### src/rtl/sip_pkg.sv
`timescale 1ns/1ps
package sip_pkg;
    typedef enum logic [1:0] {
        ST_RUN     = 2'd0,
        ST_DRAIN   = 2'd1,
        ST_SETTLED = 2'd2
    } sip_state_t;
endpackage

### src/rtl/sip_queue_mem.sv
`timescale 1ns/1ps
module sip_queue_mem #(
    parameter int W     = 8,
    parameter int DEPTH = 8,
    localparam int AW   = $clog2(DEPTH)
) (
    input  logic          clk,
    input  logic          wr_en,
    input  logic [AW-1:0] wr_addr,
    input  logic [W-1:0]  wr_data,
    input  logic [AW-1:0] ra_addr,
    output logic [W-1:0]  ra_data,
    input  logic [AW-1:0] rb_addr,
    output logic [W-1:0]  rb_data
);
    logic [W-1:0] slots [DEPTH];

    always_ff @(posedge clk) begin
        if (wr_en) slots[wr_addr] <= wr_data;
    end

    assign ra_data = slots[ra_addr];
    assign rb_data = slots[rb_addr];
endmodule

### src/rtl/sip_drain_fsm.sv
`timescale 1ns/1ps
module sip_drain_fsm
    import sip_pkg::*;
#(
    parameter int LINK_LAT = 1,
    localparam int QW      = $clog2(LINK_LAT + 1)
) (
    input  logic clk,
    input  logic rst_n,
    input  logic halt,
    input  logic link_valid,
    output logic is_run,
    output logic is_settled
);
    localparam logic [QW-1:0] QLAST = QW'(LINK_LAT - 1);

    sip_state_t state, state_nx;
    logic [QW-1:0] quiet;

    always_comb begin
        state_nx = state;
        unique case (state)
            ST_RUN:     if (halt) state_nx = ST_DRAIN;
            ST_DRAIN:   if (!halt) state_nx = ST_RUN;
                        else if (!link_valid && quiet == QLAST) state_nx = ST_SETTLED;
            ST_SETTLED: if (!halt) state_nx = ST_RUN;
                        else if (link_valid) state_nx = ST_DRAIN;
            default:    state_nx = ST_RUN;
        endcase
    end

    always_ff @(posedge clk) begin
        if (!rst_n) begin
            state <= ST_RUN;
            quiet <= '0;
        end else begin
            state <= state_nx;
            if (state != ST_DRAIN || link_valid) quiet <= '0;
            else if (quiet != QLAST) quiet <= quiet + 1'b1;
        end
    end

    always_comb begin
        is_run     = (state == ST_RUN);
        is_settled = (state == ST_SETTLED);
    end


    drain_quiet_chk: assert property (@(posedge clk) disable iff (!rst_n)
        $rose(is_settled) |-> ($past(halt) && !$past(link_valid)));
endmodule

### src/rtl/stream_in_port.sv
`timescale 1ns/1ps
module stream_in_port #(
    parameter int W        = 8,
    parameter int DEPTH    = 8,
    parameter int LINK_LAT = 1,
    localparam int AW      = $clog2(DEPTH),
    localparam int CW      = AW + 1
) (
    input  logic          clk,
    input  logic          rst_n,
    input  logic          link_valid,
    input  logic [W-1:0]  link_data,
    output logic          link_stall,
    input  logic          halt,
    input  logic          rd_take,
    output logic          rd_valid,
    output logic [W-1:0]  rd_data,
    output logic          q_empty,
    output logic          q_full,
    output logic [CW-1:0] q_count,
    output logic          drained,
    input  logic [AW-1:0] ctx_idx,
    output logic [W-1:0]  ctx_rdata,
    input  logic          ctx_wr,
    input  logic [W-1:0]  ctx_wdata,
    input  logic          ctx_commit,
    input  logic [CW-1:0] ctx_count
);
    localparam logic [CW-1:0] THRESH = CW'(DEPTH - LINK_LAT);
    localparam logic [CW-1:0] FULLV  = CW'(DEPTH);

    logic [AW-1:0] head, tail;
    logic          is_run, is_settled;
    logic          enq, deq, ctx_ok, commit_w, mem_we;
    logic [AW-1:0] ctx_addr, mem_wa;
    logic [W-1:0]  mem_wd;

    sip_drain_fsm #(.LINK_LAT(LINK_LAT)) u_fsm (
        .clk(clk), .rst_n(rst_n), .halt(halt), .link_valid(link_valid),
        .is_run(is_run), .is_settled(is_settled)
    );

    assign q_empty    = (q_count == '0);
    assign q_full     = (q_count == FULLV);
    assign link_stall = (q_count >= THRESH);
    assign drained    = is_settled;
    assign rd_valid   = !q_empty && is_run && !halt;
    assign enq        = link_valid && !q_full;
    assign deq        = rd_take && rd_valid;
    assign ctx_ok     = is_settled && !link_valid;
    assign commit_w   = ctx_ok && ctx_commit;
    assign ctx_addr   = head + ctx_idx;
    assign mem_we     = enq || (ctx_ok && ctx_wr);
    assign mem_wa     = enq ? tail : ctx_addr;
    assign mem_wd     = enq ? link_data : ctx_wdata;

    sip_queue_mem #(.W(W), .DEPTH(DEPTH)) u_mem (
        .clk(clk), .wr_en(mem_we), .wr_addr(mem_wa), .wr_data(mem_wd),
        .ra_addr(head), .ra_data(rd_data),
        .rb_addr(ctx_addr), .rb_data(ctx_rdata)
    );

    always_ff @(posedge clk) begin
        if (!rst_n) begin
            head    <= '0;
            tail    <= '0;
            q_count <= '0;
        end else if (commit_w) begin
            tail    <= head + ctx_count[AW-1:0];
            q_count <= ctx_count;
        end else begin
            if (enq) tail <= tail + 1'b1;
            if (deq) head <= head + 1'b1;
            unique case ({enq, deq})
                2'b10:   q_count <= q_count + 1'b1;
                2'b01:   q_count <= q_count - 1'b1;
                default: q_count <= q_count;
            endcase
        end
    end


    stall_before_full_chk: assert property (@(posedge clk) disable iff (!rst_n)
        (q_full && !$past(commit_w)) |-> $past(link_stall));

    count_step_chk: assert property (@(posedge clk) disable iff (!rst_n)
        !commit_w |=> (q_count == $past(q_count) || q_count == $past(q_count) + 1'b1
                       || q_count + 1'b1 == $past(q_count)));

    halt_hold_chk: assert property (@(posedge clk) disable iff (!rst_n)
        (halt && !commit_w) |=> (q_count >= $past(q_count)));

    empty_take_chk: assert property (@(posedge clk) disable iff (!rst_n)
        (q_empty && rd_take) |=> (q_count <= 1));

    no_overflow_chk: assert property (@(posedge clk) disable iff (!rst_n)
        q_count <= FULLV);
endmodule

### config.mk
export PLATFORM = sky130hd
export DESIGN_NAME = stream_in_port
export DESIGN_NICKNAME = d
export VERILOG_FILES = /design/src/rtl/sip_pkg.sv /design/src/rtl/sip_queue_mem.sv /design/src/rtl/sip_drain_fsm.sv /design/src/rtl/stream_in_port.sv
export SDC_FILE = /design/constraint.sdc
export NUM_CORES = 1
export LEC_CHECK = 0
export ABC_AREA = 1
export BUFFER_PORTS_ARGS = -buffer_cell sky130_fd_sc_hd__buf_4
export CORE_MARGIN = 2
export CORE_UTILIZATION = 60
export CTS_CLUSTER_SIZE = 40
export DETAILED_ROUTE_END_ITERATION = 16
export HOLD_SLACK_MARGIN = 0.06
export PLACE_DENSITY = 0.82
export RECOVER_POWER = 25
export SYNTH_ARGS = -nofsm -noshare
export SYNTH_HDL_FRONTEND = slang
export SYNTH_SLANG_ARGS = --single-unit
export TNS_END_PERCENT = 5
### constraint.sdc
create_clock -name clk -period 5.45 [get_ports clk]
set_input_delay 1.09 -clock clk [delete_from_list [all_inputs] [get_ports clk]]
set_output_delay 1.09 -clock clk [all_outputs]
set_load 0.1 [all_outputs]
-- Word-level counts from Yosys, hierarchy flattened
Memory sizes are Yosys's and may differ from the RTL's. A register that Yosys moved wholly into a read port is not among the register bits.
Index checks and enable logic that the tools add are counted.
- bits in registers: 13
- bits in latches: 0
- bits in writable memories: 64
- memory bits (read-only): 0
- output and inout bits: 25
- logic and storage cells: 63
- memories kept: 1
- add/sub/neg operators: 7
- multiply operators: 0
- div/mod/pow operators: 0
- order comparisons: 1
- eq/ne operators: 9
- shifts and indexed selects: 0
- muxes and demuxes: 16
- bitwise gates (word level): 3
- reductions and logical operators: 21
- memory list (name ; depth ; bits a word ; rd ports ; clocked after Yosys merged registers in ; wr ports ; line ; text):
    u_mem.slots ; 8 ; 8 ; 2 ; 1 ; 1 ; sip_queue_mem.sv:16 ; logic [W-1:0] slots [DEPTH];
- operator list (operator ; number):
    2-to-1 mux 3 bit ; 5
    2-to-1 mux 2 bit ; 5
    logical AND 1 bit ; 8
    2-to-1 mux 8 bit ; 1
    case mux 4 bit (2 select lines) ; 1
    adder 3 x 1 -> 3 bit, second input constant ; 2
    adder 3 bit ; 2
    case mux 2 bit (3 select lines) ; 1
    adder 4 x 1 -> 4 bit, second input constant ; 1
    == test 2 x 1 -> 1 bit, second input constant ; 2
    == test 2 bit, second input constant ; 2
    == test 4 bit, second input constant ; 1
    greater-or-equal comparator 4 x 3 -> 1 bit, second input constant ; 1
    logical NOT 1 bit ; 4
    logical NOT 4 bit ; 1
    2-to-1 mux 4 bit ; 1
    subtractor 4 x 1 -> 4 bit, second input constant ; 1
    inequality test 3 x 2 -> 1 bit, second input constant ; 1
    inequality test 3 bit, second input constant ; 1
    inverter 1 bit ; 3
    AND reduction 3 bit ; 1
    nonzero test 3 bit ; 1
    OR reduction 3 bit ; 1
    logical NOT 2 bit ; 1
    7 further kinds ; 9

-- Logic depth before layout (Yosys ltp)
- depth after elaboration: 8
- depth in mapped cells: 16
- gate-level depth less buffers: 16

-- Modules after synthesis
A second synthesis with hierarchy kept.
- cell total of the unflattened synthesis: 619
- area total of the unflattened synthesis: 4687.0 µm²
- modules (own cells, without submodules) (module ; times used ; cells each ; area each (µm²) ; seq. area each (µm²)):
    sip_queue_mem ; 1 ; 445 ; 3553.4 ; 1921.8
    stream_in_port ; 1 ; 149 ; 978.4 ; 200.2
    sip_drain_fsm ; 1 ; 25 ; 155.1 ; 60.1

-- Worst setup path before layout
OpenSTA, ideal clock, no wires.
- kind: input -> output
- start: in ctx_idx[0]
- end: out ctx_rdata[2]
- arrival: 3.866 ns
- path slack: 0.494 ns
- cell stages on the path: 7
- cell sequence: ha_1 > inv_1 > fa_1 > clkbuf_1 > a21oi_1 > o21ai_0 > a31oi_1
- cells in the longest elaborated chain, start to end: 2
- ends and longest elaborated chain (element ; line ; text):
    from (decl) ; stream_in_port.sv:22 ; input logic [AW-1:0] ctx_idx,
    adder 3 bit ; stream_in_port.sv:52 ; assign ctx_addr = head + ctx_idx;
    memory read (8 x 8 bit) ; -- ;
    to (decl) ; stream_in_port.sv:23 ; output logic [W-1:0] ctx_rdata,
No other way between the ends.

-- Final worst setup path
Same ends and word-level chain as after synthesis.

==> out/results.tsv <==
metric	value	unit
die_w	88.0	um
crit_chain	buf_4 -> ha_2 -> inv_1 -> fa_1 -> buf_4 -> o211ai_1 -> o21ai_0 -> nor2_1 -> a31oi_1 -> buf_4	
fin_tns_setup	0	ns
rows	30	
min_period_over_period	0.836	
startpoint_type	input pin	
max_freq	0.219	GHz
route.detailed.drc	0	
worst_setup_path_end_kind	output pin	
clock_power_share	0.237	
cts_root_buffer	clkbuf_8	
slew_headroom	0.237	
ys_seq_elements	80	
power.leakage	1.98	nW
grt_overflow	0	
async_flop_share	0	
hpwlAfterDp	6810	um
drtIter0Drc	254	
ant_nets	0	
synth_enable_flop_cells	64	
worst_slack	0.892	ns
clockBufferDepth	2	
vias_per_cell	5.70	
io_buffers	54	
grt_usage	0.265	
synth_top_area_frac	0.454	
cts-hold-fix-buffers	0	
internal-power	1.05	mW
clock_sinks	80	
cp_max_fo	25	
arrival	3.47	ns
path_clk_slew	0.07	ns
postCtsSetupRepairBufs	0	
syn_inst	465	
syn_avg_cell_area	9.09	sq um
outcome	completed	
min_path_type	register to register	
worst_clock_skew	0.0109	ns
layout_commonest_cell	nand2_1	
pwr-share-comb	0.346	
yosys_warnings	0	
synth_top_area_cell	edfxtp_1	
wire_per_inst	16.0	um
cts_buffers	9	
clock_latency	0.34	ns
drt_pass1_iterations	6	
start_util	0.622	
worst_pin_slew	1.14	ns
drive_gt1_frac	0.170	
die_y	88.0	um
fin_nets	551	
finalHoldViolCount	0	
ctsResizeCount	0	
grt_pass1_wl	15300	um
path_class	input pin to output pin	
synth_nets	504	
yosysSeqAreaShare	0.530	
final_cell_mix	nand2_1, edfxtp_1, o21ai_0, buf_4, inv_1	
final_cells	613	
antenna_found_initial	0	
vias	3494	
seqPwrFrac	0.417	
diodes	0	
cpPeakStageDelay	1.10	ns
finalWirelength	9780	um
ioPinCount	55	
cap_viol_max_count	0	
coreArea	6790	sq um
synth_ff_type	edfxtp_1	
synthToLayoutAreaGrowth	15.1	%
cp_slowest_cell	fa_1	
cp.required	4.36	ns
setup_viol	0	
switchingPower	0.681	mW
rsz0062_at_grt	false	
syn_area	4230	sq um
dpl_worst_slack	0.918	ns
cpMostUsedCell	buf_4	
placed_cells	597	
die_area	7740	sq um
switching_share	0.393	
htreeDepth	3	
finalPower	1.73	mW
slew_viol_final	0	
place.gp.congestion	0.873	
grt_pass1_vias	3204	
cts_tree	done	
pwr_density_cell	356	nW/um^2
synth_cell_type_count	33	
grt_max_degree	34	
max-vdd-ir-drop	0.243	mV
synthTopCellsByArea	edfxtp_1, dfxtp_1, o21ai_0	
period_needed	4.56	ns
-- power groups by stage --
stage | Combinational, mW | Sequential, mW | Clock [mW]
after floorplan | 0.447 | 0.750 | 0
after global placement | 0.586 | 0.735 | 0
after detailed placement | 0.598 | 0.736 | 0
after CTS | 0.599 | 0.723 | 0.412
after global routing | 0.635 | 0.727 | 0.440
final | 0.599 | 0.723 | 0.410
-- synth_stat cells, types with 6 or more instances --
| library cell | instances |
|---|---|
| nand2_1 | 79 |
| edfxtp_1 | 64 |
| o21ai_0 | 61 |
| inv_1 | 50 |
| nor2_1 | 42 |
| a21oi_1 | 39 |
| o211ai_1 | 23 |
| a31oi_1 | 18 |
| clkbuf_1 | 16 |
| dfxtp_1 | 16 |
| mux2i_1 | 8 |
| ha_1 | 6 |
| nand3_1 | 6 |
-- worst max-delay path, delay by kind of cell --
| family | cells | cell delay (ns) |
|---|---|---|
| buffers and inverters | 4 | 0.72 |
| AO/OA/AOI/OAI | 3 | 0.33 |
| AND/OR/NAND/NOR | 1 | 0.06 |
| adder cells (fa/ha/maj) | 2 | 1.24 |
-- layer usage --
layer,vias to the layer above,wire (um),GRT usage
li1,1693,-,-
met1,1624,4090,0.368
met2,160,4770,0.421
met3,17,738,0.0377
met4,0,189,0.115
met5,-,0,0
-- kinds of logic after synthesis --
family | share of synthesized area
mux | 0.0189
fa+ha+maj | 0.0320
buf+inv | 0.0725
compound gates | 0.192
xor+xnor | 0.0207
simple gates | 0.133
other cells | 0.000887
flops | 0.530
-- sequential cells by signal, indices dropped and copies added, names as in the netlist, named ones only --
register and count:
u_fsm.quiet 1, head 3, tail 3, u_mem.slots 64, q_count 4, u_fsm.state 2
-- final timing paths --
path	slack, ns	to	from	depth (start not counted)
worst min-delay path	0.51	tail[2]	tail[2]	2
worst max-delay path	0.89	ctx_rdata[2]	ctx_idx[0]	10
worst max register to register	1.92	u_mem.slots[0][7]	head[0]	9
worst min register to register	0.51	tail[2]	tail[2]	2
-- final cells by class --
cell class,instances,area (sq um)
fill,520,1930
clock buffer,10,128
timing repair buffer,59,435
inverter,56,210
tap,96,120
sequential,80,2240
multi-input combinational,306,1680
clock inverter,6,57.6
-- per-stage QoR --
stage / utilization / cell area (sq um) / hold WS (ns)
final: 0.717 / 4870 / 0.509
after CTS: 0.719 / 4880 / 0.507
after floorplan: - / 4230 / 0.460
after global placement: 0.692 / 4700 / 0.481
after detailed placement: 0.692 / 4700 / 0.495
after global routing: 0.717 / 4870 / 0.557
Power figures use the tool's default switching activity.
